==> src/rtl/dma_chan_pkg.sv <==
package dma_chan_pkg;
  localparam int DATA_W = 32;

  typedef enum logic [1:0] {ST_IDLE, ST_READ, ST_WRITE, ST_STEP} chanState_t;

  typedef struct packed {
    logic beginMinor;
    logic refuseStart;
    logic readBeat;
    logic writeBeat;
    logic finishMinor;
  } ctrlStrobe_t;

  function automatic logic [DATA_W-1:0] laneMask(input logic [1:0] code);
    case (code)
      2'd0:    laneMask = 32'h0000_00FF;
      2'd1:    laneMask = 32'h0000_FFFF;
      default: laneMask = 32'hFFFF_FFFF;
    endcase
  endfunction

  // last beat index for a block made of 2**diff beats
  function automatic logic [1:0] lastBeat(input logic [1:0] diff);
    lastBeat = {diff[1], |diff};
  endfunction
endpackage

==> src/rtl/dma_chan_ctrl.sv <==
module dma_chan_ctrl
  import dma_chan_pkg::*;
(
  input  logic        clk,
  input  logic        rstN,
  input  logic        swStart,
  input  logic        hwReq,
  input  logic        reqGate,
  input  logic        cfgBad,
  input  logic        lastRd,
  input  logic        lastWr,
  input  logic        lastBlock,
  input  logic        memAck,
  output ctrlStrobe_t strobe,
  output logic        memReq,
  output logic        memWe,
  output logic        idle
);
  chanState_t state, stateNext;
  logic goNow;

  assign goNow = swStart || (hwReq && !reqGate);

  always_comb begin
    stateNext = state;
    strobe = '0;
    case (state)
      ST_IDLE: if (goNow) begin
        if (cfgBad) strobe.refuseStart = 1'b1;
        else begin
          strobe.beginMinor = 1'b1;
          stateNext = ST_READ;
        end
      end
      ST_READ: if (memAck) begin
        strobe.readBeat = 1'b1;
        if (lastRd) stateNext = ST_WRITE;
      end
      ST_WRITE: if (memAck) begin
        strobe.writeBeat = 1'b1;
        if (lastWr) stateNext = lastBlock ? ST_STEP : ST_READ;
      end
      ST_STEP: begin
        strobe.finishMinor = 1'b1;
        stateNext = ST_IDLE;
      end
      default: stateNext = ST_IDLE;
    endcase
  end

  always_ff @(posedge clk) begin
    if (!rstN) state <= ST_IDLE;
    else       state <= stateNext;
  end

  assign memReq = (state == ST_READ) || (state == ST_WRITE);
  assign memWe  = (state == ST_WRITE);
  assign idle   = (state == ST_IDLE);

  // a gated hardware request alone leaves the channel idle
  assert_gated_request_R10: assert property (@(posedge clk) disable iff (!rstN)
    (idle && hwReq && reqGate && !swStart) |=> idle);

  // a refused start never enters a transfer
  assert_refused_start_R11: assert property (@(posedge clk) disable iff (!rstN)
    (idle && goNow && cfgBad) |=> idle);
endmodule

==> src/rtl/dma_chan_dpath.sv <==
module dma_chan_dpath
  import dma_chan_pkg::*;
#(
  parameter int ADDR_W = 32,
  parameter int OFF_W  = 16,
  parameter int ITER_W = 15
) (
  input  logic              clk,
  input  logic              rstN,
  input  logic              cfgWe,
  input  logic [3:0]        cfgAddr,
  input  logic [DATA_W-1:0] cfgWdata,
  input  logic              idle,
  input  ctrlStrobe_t       strobe,
  input  logic [DATA_W-1:0] memRdata,
  output logic [ADDR_W-1:0] srcAddr,
  output logic [ADDR_W-1:0] dstAddr,
  output logic [1:0]        rdCode,
  output logic [1:0]        wrCode,
  output logic [DATA_W-1:0] wrData,
  output logic              lastRd,
  output logic              lastWr,
  output logic              lastBlock,
  output logic              cfgBad,
  output logic              reqGate,
  output logic              done,
  output logic              cfgErr,
  output logic              intHalf,
  output logic              intMajor
);
  localparam int MOD_W = $clog2(ADDR_W);

  // descriptor and running state: deliberately without reset
  logic [ADDR_W-1:0] srcCur, dstCur;
  logic [OFF_W-1:0]  srcOff, dstOff;
  logic [DATA_W-1:0] innerBytes, srcLast, dstLast;
  logic [2:0]        sCode, dCode;
  logic [MOD_W-1:0]  sMod, dMod;
  logic [ITER_W-1:0] startIter, curIter, iterNext;
  logic              halfEn, majEn, disReq;

  logic [DATA_W-1:0] bytesLeft, dataBuf, blkBytes;
  logic [1:0]        rdIdx, wrIdx, lC;
  logic [4:0]        rdShift, wrShift;
  logic [ADDR_W-1:0] srcStep, dstStep;

  function automatic logic [ADDR_W-1:0] wrapAddr(input logic [ADDR_W-1:0] cur,
                                                  input logic [ADDR_W-1:0] sum,
                                                  input logic [MOD_W-1:0]  m);
    logic [ADDR_W-1:0] keep;
    keep = (m == '0) ? '0 : ({ADDR_W{1'b1}} << m);
    return (cur & keep) | (sum & ~keep);
  endfunction

  assign rdCode   = sCode[1:0];
  assign wrCode   = dCode[1:0];
  assign lC       = (rdCode > wrCode) ? rdCode : wrCode;
  assign blkBytes = DATA_W'(1) << lC;
  assign lastRd   = (rdIdx == lastBeat(lC - rdCode));
  assign lastWr   = (wrIdx == lastBeat(lC - wrCode));
  assign lastBlock = (bytesLeft == blkBytes);
  assign rdShift  = {rdIdx, 3'b000} << rdCode;
  assign wrShift  = {wrIdx, 3'b000} << wrCode;
  assign wrData   = (dataBuf >> wrShift) & laneMask(wrCode);
  assign srcStep  = {{(ADDR_W-OFF_W){srcOff[OFF_W-1]}}, srcOff};
  assign dstStep  = {{(ADDR_W-OFF_W){dstOff[OFF_W-1]}}, dstOff};
  assign iterNext = curIter - ITER_W'(1);
  assign srcAddr  = srcCur;
  assign dstAddr  = dstCur;
  assign reqGate  = done && disReq;
  assign cfgBad   = (sCode > 3'd2) || (dCode > 3'd2) || (innerBytes == '0) ||
                    ((innerBytes & (blkBytes - DATA_W'(1))) != '0) || (startIter == '0);

  always_ff @(posedge clk) begin
    if (cfgWe && idle) begin
      case (cfgAddr)
        4'd0: srcCur <= ADDR_W'(cfgWdata);
        4'd1: dstCur <= ADDR_W'(cfgWdata);
        4'd2: begin
          srcOff <= cfgWdata[16 +: OFF_W];
          dstOff <= cfgWdata[0 +: OFF_W];
        end
        4'd3: innerBytes <= cfgWdata;
        4'd4: srcLast <= cfgWdata;
        4'd5: dstLast <= cfgWdata;
        4'd6: begin
          sCode <= cfgWdata[2:0];
          dCode <= cfgWdata[6:4];
          sMod  <= cfgWdata[8 +: MOD_W];
          dMod  <= cfgWdata[16 +: MOD_W];
        end
        4'd7: begin
          startIter <= cfgWdata[ITER_W-1:0];
          curIter   <= cfgWdata[ITER_W-1:0];
          halfEn    <= cfgWdata[16];
          majEn     <= cfgWdata[17];
          disReq    <= cfgWdata[18];
        end
        default: ;
      endcase
    end
    if (strobe.readBeat)  srcCur <= wrapAddr(srcCur, srcCur + srcStep, sMod);
    if (strobe.writeBeat) dstCur <= wrapAddr(dstCur, dstCur + dstStep, dMod);
    if (strobe.finishMinor) begin
      if (iterNext == '0) begin
        srcCur  <= wrapAddr(srcCur, srcCur + ADDR_W'(srcLast), sMod);
        dstCur  <= wrapAddr(dstCur, dstCur + ADDR_W'(dstLast), dMod);
        curIter <= startIter;
      end else begin
        curIter <= iterNext;
      end
    end
  end

  always_ff @(posedge clk) begin
    if (!rstN) begin
      done <= 1'b0;  cfgErr <= 1'b0;  intHalf <= 1'b0;  intMajor <= 1'b0;
      rdIdx <= '0;   wrIdx <= '0;     bytesLeft <= '0;  dataBuf <= '0;
    end else begin
      intHalf  <= 1'b0;
      intMajor <= 1'b0;
      if (cfgWe && idle && cfgAddr == 4'd7) done <= 1'b0;
      if (strobe.refuseStart) cfgErr <= 1'b1;
      if (strobe.beginMinor) begin
        done <= 1'b0;  cfgErr <= 1'b0;
        bytesLeft <= innerBytes;
        rdIdx <= '0;   wrIdx <= '0;  dataBuf <= '0;
      end
      if (strobe.readBeat) begin
        dataBuf <= dataBuf | ((memRdata & laneMask(rdCode)) << rdShift);
        rdIdx   <= lastRd ? 2'd0 : rdIdx + 2'd1;
      end
      if (strobe.writeBeat) begin
        wrIdx <= lastWr ? 2'd0 : wrIdx + 2'd1;
        if (lastWr) begin
          bytesLeft <= bytesLeft - blkBytes;
          dataBuf   <= '0;
        end
      end
      if (strobe.finishMinor) begin
        intHalf <= halfEn && (iterNext == (startIter >> 1));
        if (iterNext == '0) begin
          done     <= 1'b1;
          intMajor <= majEn;
        end
      end
    end
  end

  // bits at and above the source modulo stay put across a read beat
  assert_src_window_R5: assert property (@(posedge clk) disable iff (!rstN)
    (strobe.readBeat && sMod != '0) |=> (((srcCur ^ $past(srcCur)) >> $past(sMod)) == '0));

  // a completion pulse only comes with done set
  assert_major_with_done_R8: assert property (@(posedge clk) disable iff (!rstN)
    intMajor |-> done);

  // completion leaves the count reloaded
  assert_reload_on_done_R6: assert property (@(posedge clk) disable iff (!rstN)
    $rose(done) |-> (curIter == startIter));
endmodule

==> src/rtl/dma_chan_engine.sv <==
module dma_chan_engine
  import dma_chan_pkg::*;
#(
  parameter int ADDR_W = 32,
  parameter int OFF_W  = 16,
  parameter int ITER_W = 15
) (
  input  logic              clk,
  input  logic              rstN,
  input  logic              cfgWe,
  input  logic [3:0]        cfgAddr,
  input  logic [31:0]       cfgWdata,
  input  logic              hwReq,
  output logic              memReq,
  output logic              memWe,
  output logic [ADDR_W-1:0] memAddr,
  output logic [1:0]        memSize,
  output logic [31:0]       memWdata,
  input  logic              memAck,
  input  logic [31:0]       memRdata,
  output logic              active,
  output logic              done,
  output logic              cfgErr,
  output logic              intHalf,
  output logic              intMajor
);
  ctrlStrobe_t strobe;
  logic idle, swStart, lastRd, lastWr, lastBlock, cfgBad, reqGate;
  logic [ADDR_W-1:0] srcAddr, dstAddr;
  logic [1:0] rdCode, wrCode;

  assign swStart = cfgWe && (cfgAddr == 4'd8) && cfgWdata[0];

  dma_chan_ctrl u_ctrl (
    .clk(clk), .rstN(rstN), .swStart(swStart), .hwReq(hwReq), .reqGate(reqGate),
    .cfgBad(cfgBad), .lastRd(lastRd), .lastWr(lastWr), .lastBlock(lastBlock),
    .memAck(memAck), .strobe(strobe), .memReq(memReq), .memWe(memWe), .idle(idle)
  );

  dma_chan_dpath #(.ADDR_W(ADDR_W), .OFF_W(OFF_W), .ITER_W(ITER_W)) u_dpath (
    .clk(clk), .rstN(rstN), .cfgWe(cfgWe), .cfgAddr(cfgAddr), .cfgWdata(cfgWdata),
    .idle(idle), .strobe(strobe), .memRdata(memRdata), .srcAddr(srcAddr),
    .dstAddr(dstAddr), .rdCode(rdCode), .wrCode(wrCode), .wrData(memWdata),
    .lastRd(lastRd), .lastWr(lastWr), .lastBlock(lastBlock), .cfgBad(cfgBad),
    .reqGate(reqGate), .done(done), .cfgErr(cfgErr), .intHalf(intHalf),
    .intMajor(intMajor)
  );

  assign active  = !idle;
  assign memAddr = memWe ? dstAddr : srcAddr;
  assign memSize = memWe ? wrCode : rdCode;

  // a pending beat keeps its request, address and direction
  assert_beat_hold_R4: assert property (@(posedge clk) disable iff (!rstN)
    (memReq && !memAck) |=> (memReq && $stable(memAddr) && $stable(memWe) && $stable(memSize)));

  // done rises only as the channel goes idle
  assert_done_idle_R6: assert property (@(posedge clk) disable iff (!rstN)
    $rose(done) |-> !active);

  // a raised error never coincides with a running loop
  assert_err_idle_R11: assert property (@(posedge clk) disable iff (!rstN)
    $rose(cfgErr) |-> !active);
endmodule

==> config.mk <==
export PLATFORM = sky130hd
export DESIGN_NAME = dma_chan_engine
export DESIGN_NICKNAME = d
export VERILOG_FILES = /design/src/rtl/dma_chan_pkg.sv /design/src/rtl/dma_chan_ctrl.sv /design/src/rtl/dma_chan_dpath.sv /design/src/rtl/dma_chan_engine.sv
export SDC_FILE = /design/constraint.sdc
export NUM_CORES = 1
export LEC_CHECK = 0
export ABC_AREA = 1
export CAP_MARGIN = 30
export CORE_ASPECT_RATIO = 1.5
export CORE_MARGIN = 2
export CORE_UTILIZATION = 45
export CTS_CLUSTER_DIAMETER = 40
export DETAILED_ROUTE_END_ITERATION = 10
export DONT_BUFFER_PORTS = 1
export GPL_ROUTABILITY_DRIVEN = 0
export GPL_TIMING_DRIVEN = 0
export HOLD_SLACK_MARGIN = 0.06
export SETUP_SLACK_MARGIN = 0.1
export SYNTH_ARGS = -nofsm -noshare
export SYNTH_HDL_FRONTEND = slang
export SYNTH_SLANG_ARGS = --single-unit
==> constraint.sdc <==
create_clock -name clk -period 9.9 [get_ports clk]
set_clock_uncertainty 0.1 [all_clocks]
set_input_delay 1.98 -clock clk [delete_from_list [all_inputs] [get_ports clk]]
set_output_delay 1.98 -clock clk [all_outputs]
set_load 0.05 [all_outputs]
; Word-level counts from Yosys, hierarchy flattened
; Index checks and enable logic that the tools add are counted.
[totals]
ff_bits = 315
out_inout_bits = 73
input_bits = 73
[classes]
addsub = 11
n_eq_ne = 23
n_bitwise = 17
order_cmp = 3
shifts = 7
mux = 55
reduce_logical = 42
[ops]
columns = operator, count
row1 = $mux W32, 22
row2 = $and A32 B32 Y32, 9
row3 = $or A32 B32 Y32, 5
row4 = $add A32 B32 Y32, 4
row5 = $pmux W32 S2, 2
row6 = $not A32 Y32, 2
row7 = $shl A32 B5 Y32 const A, 2
row8 = $mux W15, 4
row9 = $eq A32 B32 Y1, 1
row10 = $logic_not A32 Y1, 1
row11 = $mux W2, 16
row12 = $reduce_bool A32 Y1, 1
row13 = $shl A1 B2 Y32 const A, 1
row14 = $shl A32 B5 Y32, 1
row15 = $shr A32 B5 Y32, 1
row16 = $sub A32 B1 Y32 const B, 1
row17 = $sub A32 B32 Y32, 1
row18 = $logic_not A15 Y1, 2
row19 = $eq A4 B3 Y1 const B, 4
row20 = $reduce_and A2 Y1, 8
row21 = $eq A15 B14 Y1, 1
row22 = $sub A15 B1 Y15 const B, 1
row23 = $logic_not A5 Y1, 2
row24 = $mux W1, 10
row25 = 24 further kinds, 56

; Depth between registers and ports, before layout
; Gate-level depths: netlist (run 1).
[depth]
ltp_word = 15
mapped_depth = 26
ltp_nobuf = 23

; Modules after synthesis
; A second synthesis (run 1) with hierarchy kept.
[unflattened]
hier_cells = 4225
hier_area_um2 = 27164.8
[by_module_without_submodules]
columns = mod, area_each_um2, seq_area_each_um2, instances, cells_per_inst
row1 = dma_chan_dpath, 26402.8, 8678.3, 1, 4063
row2 = dma_chan_engine, 503.0, 0.0, 1, 117
row3 = dma_chan_ctrl, 259.0, 40.0, 1, 45

; Worst setup path before layout (run 1)
; Ideal clock, no wire load.
[synth_path]
path_kind = flip-flop to output port
from = register u_dpath.dCode[1]
to = output memWdata[2]
path_stages_with_launch = 7
setup_slack_ns = 5.291
arrival_time_ns = 2.529
cell_sequence = edfxtp_1 clkbuf_1 clkinv_1 nand2_1 clkbuf_1 o21ai_0 o21ai_0
[synth_via]
elab_chain_cells = 3
[synth_lines]
columns = element, line_no
row1 = "start, declared", dma_chan_dpath.sv:37  ; logic [2:0] sCode, dCode;
row2 = "start signal, assigned", dma_chan_dpath.sv:88  ; dCode <= cfgWdata[6:4];
row3 = $shl A5 B2 Y5, dma_chan_dpath.sv:63  ; assign wrShift = {wrIdx, 3'b000} << wrCode;
row4 = $shr A32 B5 Y32, dma_chan_dpath.sv:64  ; assign wrData = (dataBuf >> wrShift) & laneMask(wrCode);
row5 = $and A32 B32 Y32, dma_chan_dpath.sv:64
row6 = "end, declared", dma_chan_engine.sv:18  ; output logic [31:0] memWdata,
; Every way passes these cells.

; Worst setup path after layout (run 1)
[layout_path]
from = register u_dpath.dCode[0]
to = output memWdata[13]
[layout_via]
elab_chain_cells = 3
[layout_lines]
columns = element, line_no
row1 = $shl A5 B2 Y5 (tied with other cells), dma_chan_dpath.sv:63
row2 = $shr A32 B5 Y32 or $pmux W32 S2 (tied branches), "dma_chan_dpath.sv:64, dma_chan_pkg.sv:15"
row3 = $and A32 B32 Y32 (*), dma_chan_dpath.sv:64
; Every way passes the cells marked *; elsewhere a longest branch is shown, timed or not.

==> results of run 1 <==
-- area by class of cell --
cell class | instances | share of cell area [%]
Multi-Input combinational cell | 3070 | 51.14
Sequential cell | 315 | 28.82
Inverter | 610 | 7.569
Clock buffer | 55 | 4.231
Tap cell | 777 | 3.214
Timing Repair Buffer | 46 | 1.671
Buffer | 115 | 1.634
Clock inverter | 38 | 1.563
Antenna cell | 19 | 0.1572
-- critical path, stage by stage, from the launching register on --
cell                       delay [ns]
sky130_fd_sc_hd__edfxtp_1        0.42
sky130_fd_sc_hd__clkbuf_1        0.22
sky130_fd_sc_hd__nor2_1          0.72
sky130_fd_sc_hd__a22oi_1         0.42
sky130_fd_sc_hd__clkbuf_1        0.36
sky130_fd_sc_hd__o21ai_0         0.17
sky130_fd_sc_hd__a21oi_1         0.07
sky130_fd_sc_hd__nor3_2          0.75
-- stage by stage --
| stage | setup WS [ns] | hold WS [ns] | utilization (%) | power [mW] | cell area (um^2) |
|---|---|---|---|---|---|
| floorplan | 5.291 | 0.3307 | - | 2.865 | 26920 |
| global placement | 4.311 | 0.3424 | 47.24 | 3.350 | 27900 |
| detailed placement | 4.618 | 0.3500 | 48.06 | 3.414 | 28380 |
| CTS | 4.074 | 0.3586 | 51.03 | 5.284 | 30140 |
| global route | 3.952 | 0.3644 | 51.21 | 5.570 | 30240 |
| finish | 4.040 | 0.3567 | 51.23 | 5.333 | 30250 |
-- per-layer routing --
metal | vias up | track usage, % | part of all wire [%]
met5 | - | 0 | 0.023
met4 | 4 | 35.47 | 11
met3 | 625 | 8.096 | 8.3
met2 | 1600 | 65.63 | 47
met1 | 13036 | 39.32 | 34
li1 | 13692 | - | -
-- power by group through the flow --
| stage | clock network, mW | registers (mW) | logic (mW) |
|---|---|---|---|
| after global placement | 0 | 1.67 | 1.68 |
| after floorplan | 0 | 1.60 | 1.26 |
| after detailed placement | 0 | 1.67 | 1.74 |
| final | 1.88 | 1.65 | 1.80 |
| after global routing | 1.93 | 1.66 | 1.98 |
| after CTS | 1.89 | 1.64 | 1.75 |
-- worst paths after layout --
check	endpoint	depth (start not counted)	slack, ns	start
worst max-delay path	memWdata[13]	7	4.04	u_dpath.dCode[0]$_DFFE_PP_
worst min-delay path	u_dpath.dataBuf[0]$_SDFF_PN0_	2	0.36	u_dpath.dataBuf[0]$_SDFF_PN0_
worst max register to register	u_dpath.dataBuf[28]$_SDFF_PN0_	19	4.50	u_dpath.sCode[1]$_DFFE_PP_
worst min register to register	u_dpath.dataBuf[0]$_SDFF_PN0_	2	0.36	u_dpath.dataBuf[0]$_SDFF_PN0_
-- cell families after synthesis --
kind of cell | Yosys count
flops | 315
fa+ha+maj | 148
simple gates | 2200
mux | 3
other cells | 1
buf+inv | 725
xor+xnor | 76
compound gates | 641
-- cell usage in the layout, fill, tap and decap left out, types with 9 or more instances in the layout --
cell	Yosys	layout
sky130_fd_sc_hd__nand2_1	1196	1196
sky130_fd_sc_hd__inv_1	598	598
sky130_fd_sc_hd__nor2_1	438	432
sky130_fd_sc_hd__nand3_1	346	346
sky130_fd_sc_hd__a21oi_1	260	260
sky130_fd_sc_hd__edfxtp_1	241	241
sky130_fd_sc_hd__o21ai_0	254	216
sky130_fd_sc_hd__ha_1	143	143
sky130_fd_sc_hd__nand4_1	93	93
sky130_fd_sc_hd__clkbuf_1	78	82
sky130_fd_sc_hd__dfxtp_1	74	74
sky130_fd_sc_hd__xor2_1	53	53
sky130_fd_sc_hd__clkbuf_16	0	50
sky130_fd_sc_hd__o21ai_1	11	49
sky130_fd_sc_hd__nor3_1	51	48
sky130_fd_sc_hd__o21bai_1	36	36
sky130_fd_sc_hd__buf_2	22	25
sky130_fd_sc_hd__o211ai_1	24	24
sky130_fd_sc_hd__xnor2_1	22	22
sky130_fd_sc_hd__buf_6	3	20
sky130_fd_sc_hd__diode_2	0	19
sky130_fd_sc_hd__or2_2	19	19
sky130_fd_sc_hd__buf_4	3	18
sky130_fd_sc_hd__nand3b_1	15	15
sky130_fd_sc_hd__o21a_1	14	14
sky130_fd_sc_hd__nor2_4	9	13
sky130_fd_sc_hd__a32o_1	9	9
==> results list, run 1 <==
- The flow ran to the end, and the final reports show no timing, DRC or antenna violations.
* Leakage Power: 14.29 nW
* Count of routing violations after the opening detailed-route iteration: 2847
- The tree built by TritonCTS fans out to 315 sinks.
- Worst hold-check path type: reg -> reg
* I/O pin total: 146
- The clock passes through at most 3 buffers.
* Internal power component: 3.183 mW
* Via count of the first global-routing pass: 28213
- Synth warn: 0
- Data arrives at the worst endpoint at 3.78 ns.
- Summing the areas of all and, or, nand and nor instances in the mapped netlist gives 34.50% of the synthesized area.
- After legalization and detailed placement, the total HPWL measured 93240 um.
- Clk_lat worst skew: 0.65 ns
* Path type of the worst setup path: reg -> out
* Area of combinational cells with multiple inputs: 15470 um^2
* Dominant cell by count in the synthesized netlist: sky130_fd_sc_hd__nand2_1
- STA classifies the critical path startpoint as a flip-flop.
- Power share of the combinational group: 33.7%
* Final routed wire length divided by cell count: 23.67 um
- Worst Tran Pin Value: 1.112 ns
- Sequential share of power: 31.0%
- Total die area: 61830 um^2
* Psw: 2.150 mW
* Die Y-Extent: 303.6 um
* Number of instances in the synthesized netlist: 4109
- Cells with a size suffix above 1 make up 5.390% of the layout.
* Number of synthesized register bits: 315
- Cts repair resizes: 0
- Number of nets in the final layout: 4429
* Detailed Route WL: 119400 um
* Effective utilization at floorplan: 45.59%
- XOR/XNOR Fraction of Synth Area: 2.542%
- Filler Cell Count: 6143
* Vias after detailed routing: 28957
* Main combinational cell family by area after synthesis: simple AND/OR/NAND/NOR gates
- Across the run, the number of max-cap violations was 0.
- GRT Total Usage: 38.41%
* Top cells by instance count after synthesis: sky130_fd_sc_hd__nand2_1, sky130_fd_sc_hd__inv_1, sky130_fd_sc_hd__nor2_1
* CTS H-tree depth: 2
* Post-CTS clock slew at the launch and capture registers of the worst setup and hold paths: 0.06 ns
* Max-Slew Margin vs Limit: 25.84%
- Number of antenna violations at the first check in global routing: 14
- Top cells by area, synth: sky130_fd_sc_hd__edfxtp_1, sky130_fd_sc_hd__nand2_1, sky130_fd_sc_hd__inv_1
- The first global-routing pass estimated 172600 um of wire.
* Grt ovf: 0
- Critical path endpoint category: output port
- Number of enable flip-flop cells after synthesis: 241
- The region available for standard cell placement spans 59050 um^2.
- The smallest clock period supported by the final layout is computed as 5.860 ns.
- Post-synth design cell area: 26920 um^2
* Drt pass-1 iters: 9
* Crit path max fanout: 10
* Remaining number of nets flagged by the antenna check after routing: 0
- Average cell area after synthesis: 6.551 um^2
- Mux cell area share after synthesis: 0.1116%
* Synthesized-area fraction occupied by ao, oa, aoi and oai cells: 13.09%
- Largest vdd supply drop: 0.1611 mV
- Adder-Cell Fraction of Synth Area: 7.018%
- For this design the ratio of total power to cell area is 176.3 nW/um^2.
- Setup repair after global routing left no endpoint under its margin.
- Buffers placed on the I/O ports in this run total 0.
- Clock tree root driver cell: sky130_fd_sc_hd__clkbuf_16
- Hold repair after CTS inserted 0 buffers.
- The biggest area contributor in the post-synthesis netlist is sky130_fd_sc_hd__edfxtp_1.
- Entering global routing, the biggest net connects 33 pins.
- Clock tree from TritonCTS: built
- Upper clock frequency limit: 170.6 MHz
- In the synthesized netlist the dominant register cell turns out to be sky130_fd_sc_hd__edfxtp_1.
- Counting the buffers created by CTS gives 50.
- The synthesized design devotes to its leading area cell type 26.88% of total area.
- Count of final max-slew check failures: 0
- The count of cells in the finished layout, fillers not included, comes to 5045.
- Fraction of registers with async set/reset: 0%
- Setup-failing EPs final: 0
- Compared with the post-synthesis result, the final layout area differs by 12.38%.
* Share of power burned in the clock network: 35.3%
* DRC violation count after routing: 0
* Unique masters post-synth: 56
- Once the clock tree was built, the setup fixing pass inserted 0 buffers.
* Switching Fraction: 40.32%
- Using the TritonRoute via totals, the vias-per-cell ratio works out to 5.740.
- CP required: 7.82 ns
- Chip Width: 203.7 um
- Number of cells in the design after placement: 4927
- In the final layout, flip-flops and latches occupy 8718 um^2.
* Floorplan row count: 109
- Dividing the final minimum period by the clock period gives 59.19%.
- The number of hold violations in the final report is 0.
- The share of the Yosys chip area taken by registers is 32.39%.
- Final setup TNS: 0 ns
Note: power is estimated with default switching activity, not from simulation.
==> inputs of run 2 (changes only) <==
Clock period 9.9 ns to 4.8 ns, I/O delays scaled along.
==> run 2 against run 1 <==
Via count rose by 0.11%. Global-route usage barely moved. Count of clock-buffer cells in the layout did not move. Critical path type unchanged. Largest power group unchanged.
==> results list, run 2 (same netlist as run 1, synthesis figures left out) <==
- Grt ovf: 0 (unchanged)
* Area growth, synth to finish: 12.49%
* Max-Slew Margin vs Limit: 24.60% (-1.2 points)
* Area of combinational cells with multiple inputs: 15500 um^2 (+0.16%)
- The worst setup path is of the reg -> out kind.
- Top routing layer in use: met5
- Setup repair bufs after CTS: 0 (unchanged)
- Sequential share of power: 31.0% (about the same)
* Deepest clock path buffer count: 3 (unchanged)
- The detailed-routing wirelength on met1 was 39980 um (-0.19%).
- Switching Fraction: 40.40% (+0.083 points)
- The highest fanout seen on the critical path was 10 (unchanged).
- STA classifies the critical path startpoint as a flip-flop.
- Drt pass-1 iters: 7 (-2)
- The share of layout cells above drive strength 1 came to 5.533% (+0.14 points).
* Leading cell type in the layout, fill and taps excluded: sky130_fd_sc_hd__nand2_1
- The routed wire length on met3 came to 9948 um (about the same).
- The minimum setup slack in the final design was 0.2253 ns (-3.814 ns).
- The placement row count came to 109 (unchanged).
* Total die area: 61830 um^2 (unchanged)
* Worst slack after detailed placement: -0.4816 ns (-5.100 ns)
- The transition at the pin with the smallest max-transition slack is 1.131 ns (+0.01862 ns).
- STA classifies the critical path endpoint as an output port.
- For hold timing, the worst endpoint is u_dpath.srcOff[1]$_DFFE_PP_.
* Worst hold-check path type: in -> reg
- Biggest cell delay along the critical path: 0.68 ns (-0.07 ns)
* Max capacitance violation total: 0 (unchanged)
- The number of H-tree branching levels is 2 (unchanged).
- The number of port buffers was 0 (unchanged).
- Hold Fails Final Rpt: 0 (unchanged)
- CP required: 3.74 ns (-4.08 ns)
- Reg2reg setup slack: 0.58 ns (-3.92 ns)
- The critical path goes through inv_1, ha_1, clkbuf_2, clkbuf_1, nand2_1, o21ai_1.
- The count of pins over their slew limit is 0 (unchanged).
* Core Area: 59050 um^2 (unchanged)
* Clock tree from TritonCTS: built
- The total CTS buffers came to 50 (unchanged).
- Static timing analysis puts the maximum clock frequency at 218.6 MHz.
- Critical register-to-register path startpoint: u_dpath.sCode[1]$_DFFE_PP_
* Count of routing violations after the opening detailed-route iteration: 2964 (+4.1%)
- The startpoint identified for the worst hold timing path is cfgWdata[17].
- The number of clock sinks is 315 (unchanged).
- Commonest cells after routing, fill and taps aside: sky130_fd_sc_hd__nand2_1, sky130_fd_sc_hd__inv_1, sky130_fd_sc_hd__nor2_1, sky130_fd_sc_hd__nand3_1, sky130_fd_sc_hd__a21oi_1
- The leakage power of the design came to 14.29 nW (about the same).
- Final routed wire length divided by cell count: 23.66 um (about the same)
- Slowest cell on crit path: sky130_fd_sc_hd__ha_1
- The internal power was 6.565 mW (+110%).
* Number of antenna violations at the first check in global routing: 14 (unchanged)
- The met2 wire length is 56720 um (+0.55%).
* I/O pin total: 146 (unchanged)
* Reg2reg path depth: 21 (+2)
- P per Cell Area: 363.8 nW/um^2 (+110%)
- Worst path bufs/invs: 3 (+1)
* Psw: 4.451 mW (+110%)
- The remaining design rule violation count came to 0 (unchanged).
- The vertical die dimension is 303.6 um (unchanged).
- Setup repair after global routing left no endpoint under its margin.
- The global-route usage over all layers is 38.38% (about the same).
* Via count of the first global-routing pass: 28215 (+0.0071%)
- Top cell family by delay on the critical path: buffers and inverters
- Minimum clock period after layout: 4.575 ns
- Detailed Route WL: 119300 um (about the same)
- The run finished with clean final reports.
- The clock network power share came to 35.3% (about the same).
- Chip Width: 203.7 um (unchanged)
- Number of nets in the final layout: 4427 (-0.045%)
- The register cell area after layout was 8718 um^2 (unchanged).
- The via density per instance was 5.746 (+0.11%).
* WHS Path Cells: 0 (-2)
- Clock tree root driver cell: sky130_fd_sc_hd__clkbuf_16
- The final-report setup violation count was 0 (unchanged).
* Post-cts hold buffer count: 0 (unchanged)
* Capture instance of the worst register-to-register path: u_dpath.dataBuf[28]$_SDFF_PN0_
- The logic gate share of total power was 33.7% (about the same).
- Post-CTS clock slew at the launch and capture registers of the worst setup and hold paths: 0.07 ns (about the same)
* Total power consumption of the routed design: 11.02 mW (+110%)
- Critical Path AT: 3.51 ns (-0.27 ns)
* Vias after detailed routing: 28989 (+0.11%)
- Remaining number of nets flagged by the antenna check after routing: 0 (unchanged)
- Clk_lat worst skew: 0.65 ns (about the same)
* Largest vdd supply drop: 0.3345 mV (+110%)
- Global-route wire length before repair: 172500 um (about the same)
* Share of the clock period used by the worst path: 95.31%
- The final-layout fill cell count is 6126 (-0.28%).
- Pin count of the biggest net entering global routing: 33 (unchanged)
* Post-detail-place hpwl: 93240 um (unchanged)
- The starting density of the core is 45.59% (unchanged).
## run 2: cell types whose count changed in the layout (fill, tap and decap cells not counted), sizes merged
cell	change
diode	+2
clkinvlp	+1
clkinv	-1
buf	-1
clkbuf	-1
## run 2: worst max-delay path by stage
stage	start	to	slack [ns]	depth (start not counted)
global placement	u_dpath.sCode[1]$_DFFE_PP_	u_dpath.dataBuf[28]$_SDFF_PN0_	-0.45	19
floorplan	u_dpath.sCode[1]$_DFFE_PP_	u_dpath.bytesLeft[24]$_SDFF_PN0_	0.86	24
global route	u_ctrl.state[0]$_SDFFE_PN0P_	memAddr[26]	0.13	6
finish	u_ctrl.state[0]$_SDFFE_PN0P_	memAddr[26]	0.23	6
CTS	u_dpath.dCode[0]$_DFFE_PP_	memWdata[12]	0.04	7
detailed placement	u_dpath.sCode[1]$_DFFE_PP_	u_dpath.bytesLeft[24]$_SDFF_PN0_	-0.48	24
## run 2: repair_timing
| item | in CTS | in global routing |
|---|---|---|
| setup endpoints to repair | 84 | 83 |
| gates resized for setup | 3 | 8 |
| endpoints found under the hold margin | 0 | 0 |
## run 2: through the flow
stage,cell area [um^2],TNS (ns),instances,util (%),hold slack (ns)
2_1_floorplan,26920,0,4110,-,0.3307
3_3_place_gp,27900,-21.47,4887,47.24,0.3424
3_5_place_dp,28380,-23.57,4927,48.06,0.3500
4_1_cts,30140,0,5019,51.04,0.2771
5_1_grt,30270,0,5038,51.25,0.2881
6_report,30280,0,5045,51.28,0.3039
## run 2: power by group through the flow
| stage | registers [mW] | logic [mW] | clock network, mW |
|---|---|---|---|
| 2_1_floorplan | 3.30 | 2.61 | 0 |
| 6_report | 3.41 | 3.72 | 3.89 |
| 4_1_cts | 3.39 | 3.62 | 3.89 |
| 3_5_place_dp | 3.44 | 3.60 | 0 |
| 3_3_place_gp | 3.44 | 3.46 | 0 |
| 5_1_grt | 3.41 | 4.09 | 3.99 |
## run 2: layout make-up
type,count,share of cell area (%)
clock buffers,55,4.227
inverters,610,7.573
plain buffers,113,1.624
multi-input cells,3070,51.17
flip-flops and latches,315,28.79
well taps,777,3.210
diodes,21,0.1735
repair buffers,46,1.669
clock inverters,38,1.562
## run 2: routing by layer
| metal | GRT usage [%] | up-vias |
|---|---|---|
| met5 | 0 | - |
| met4 | 35.42 | 4 |
| met1 | 39.31 | 13117 |
| met2 | 65.55 | 1563 |
| met3 | 8.107 | 613 |
| li1 | - | 13692 |
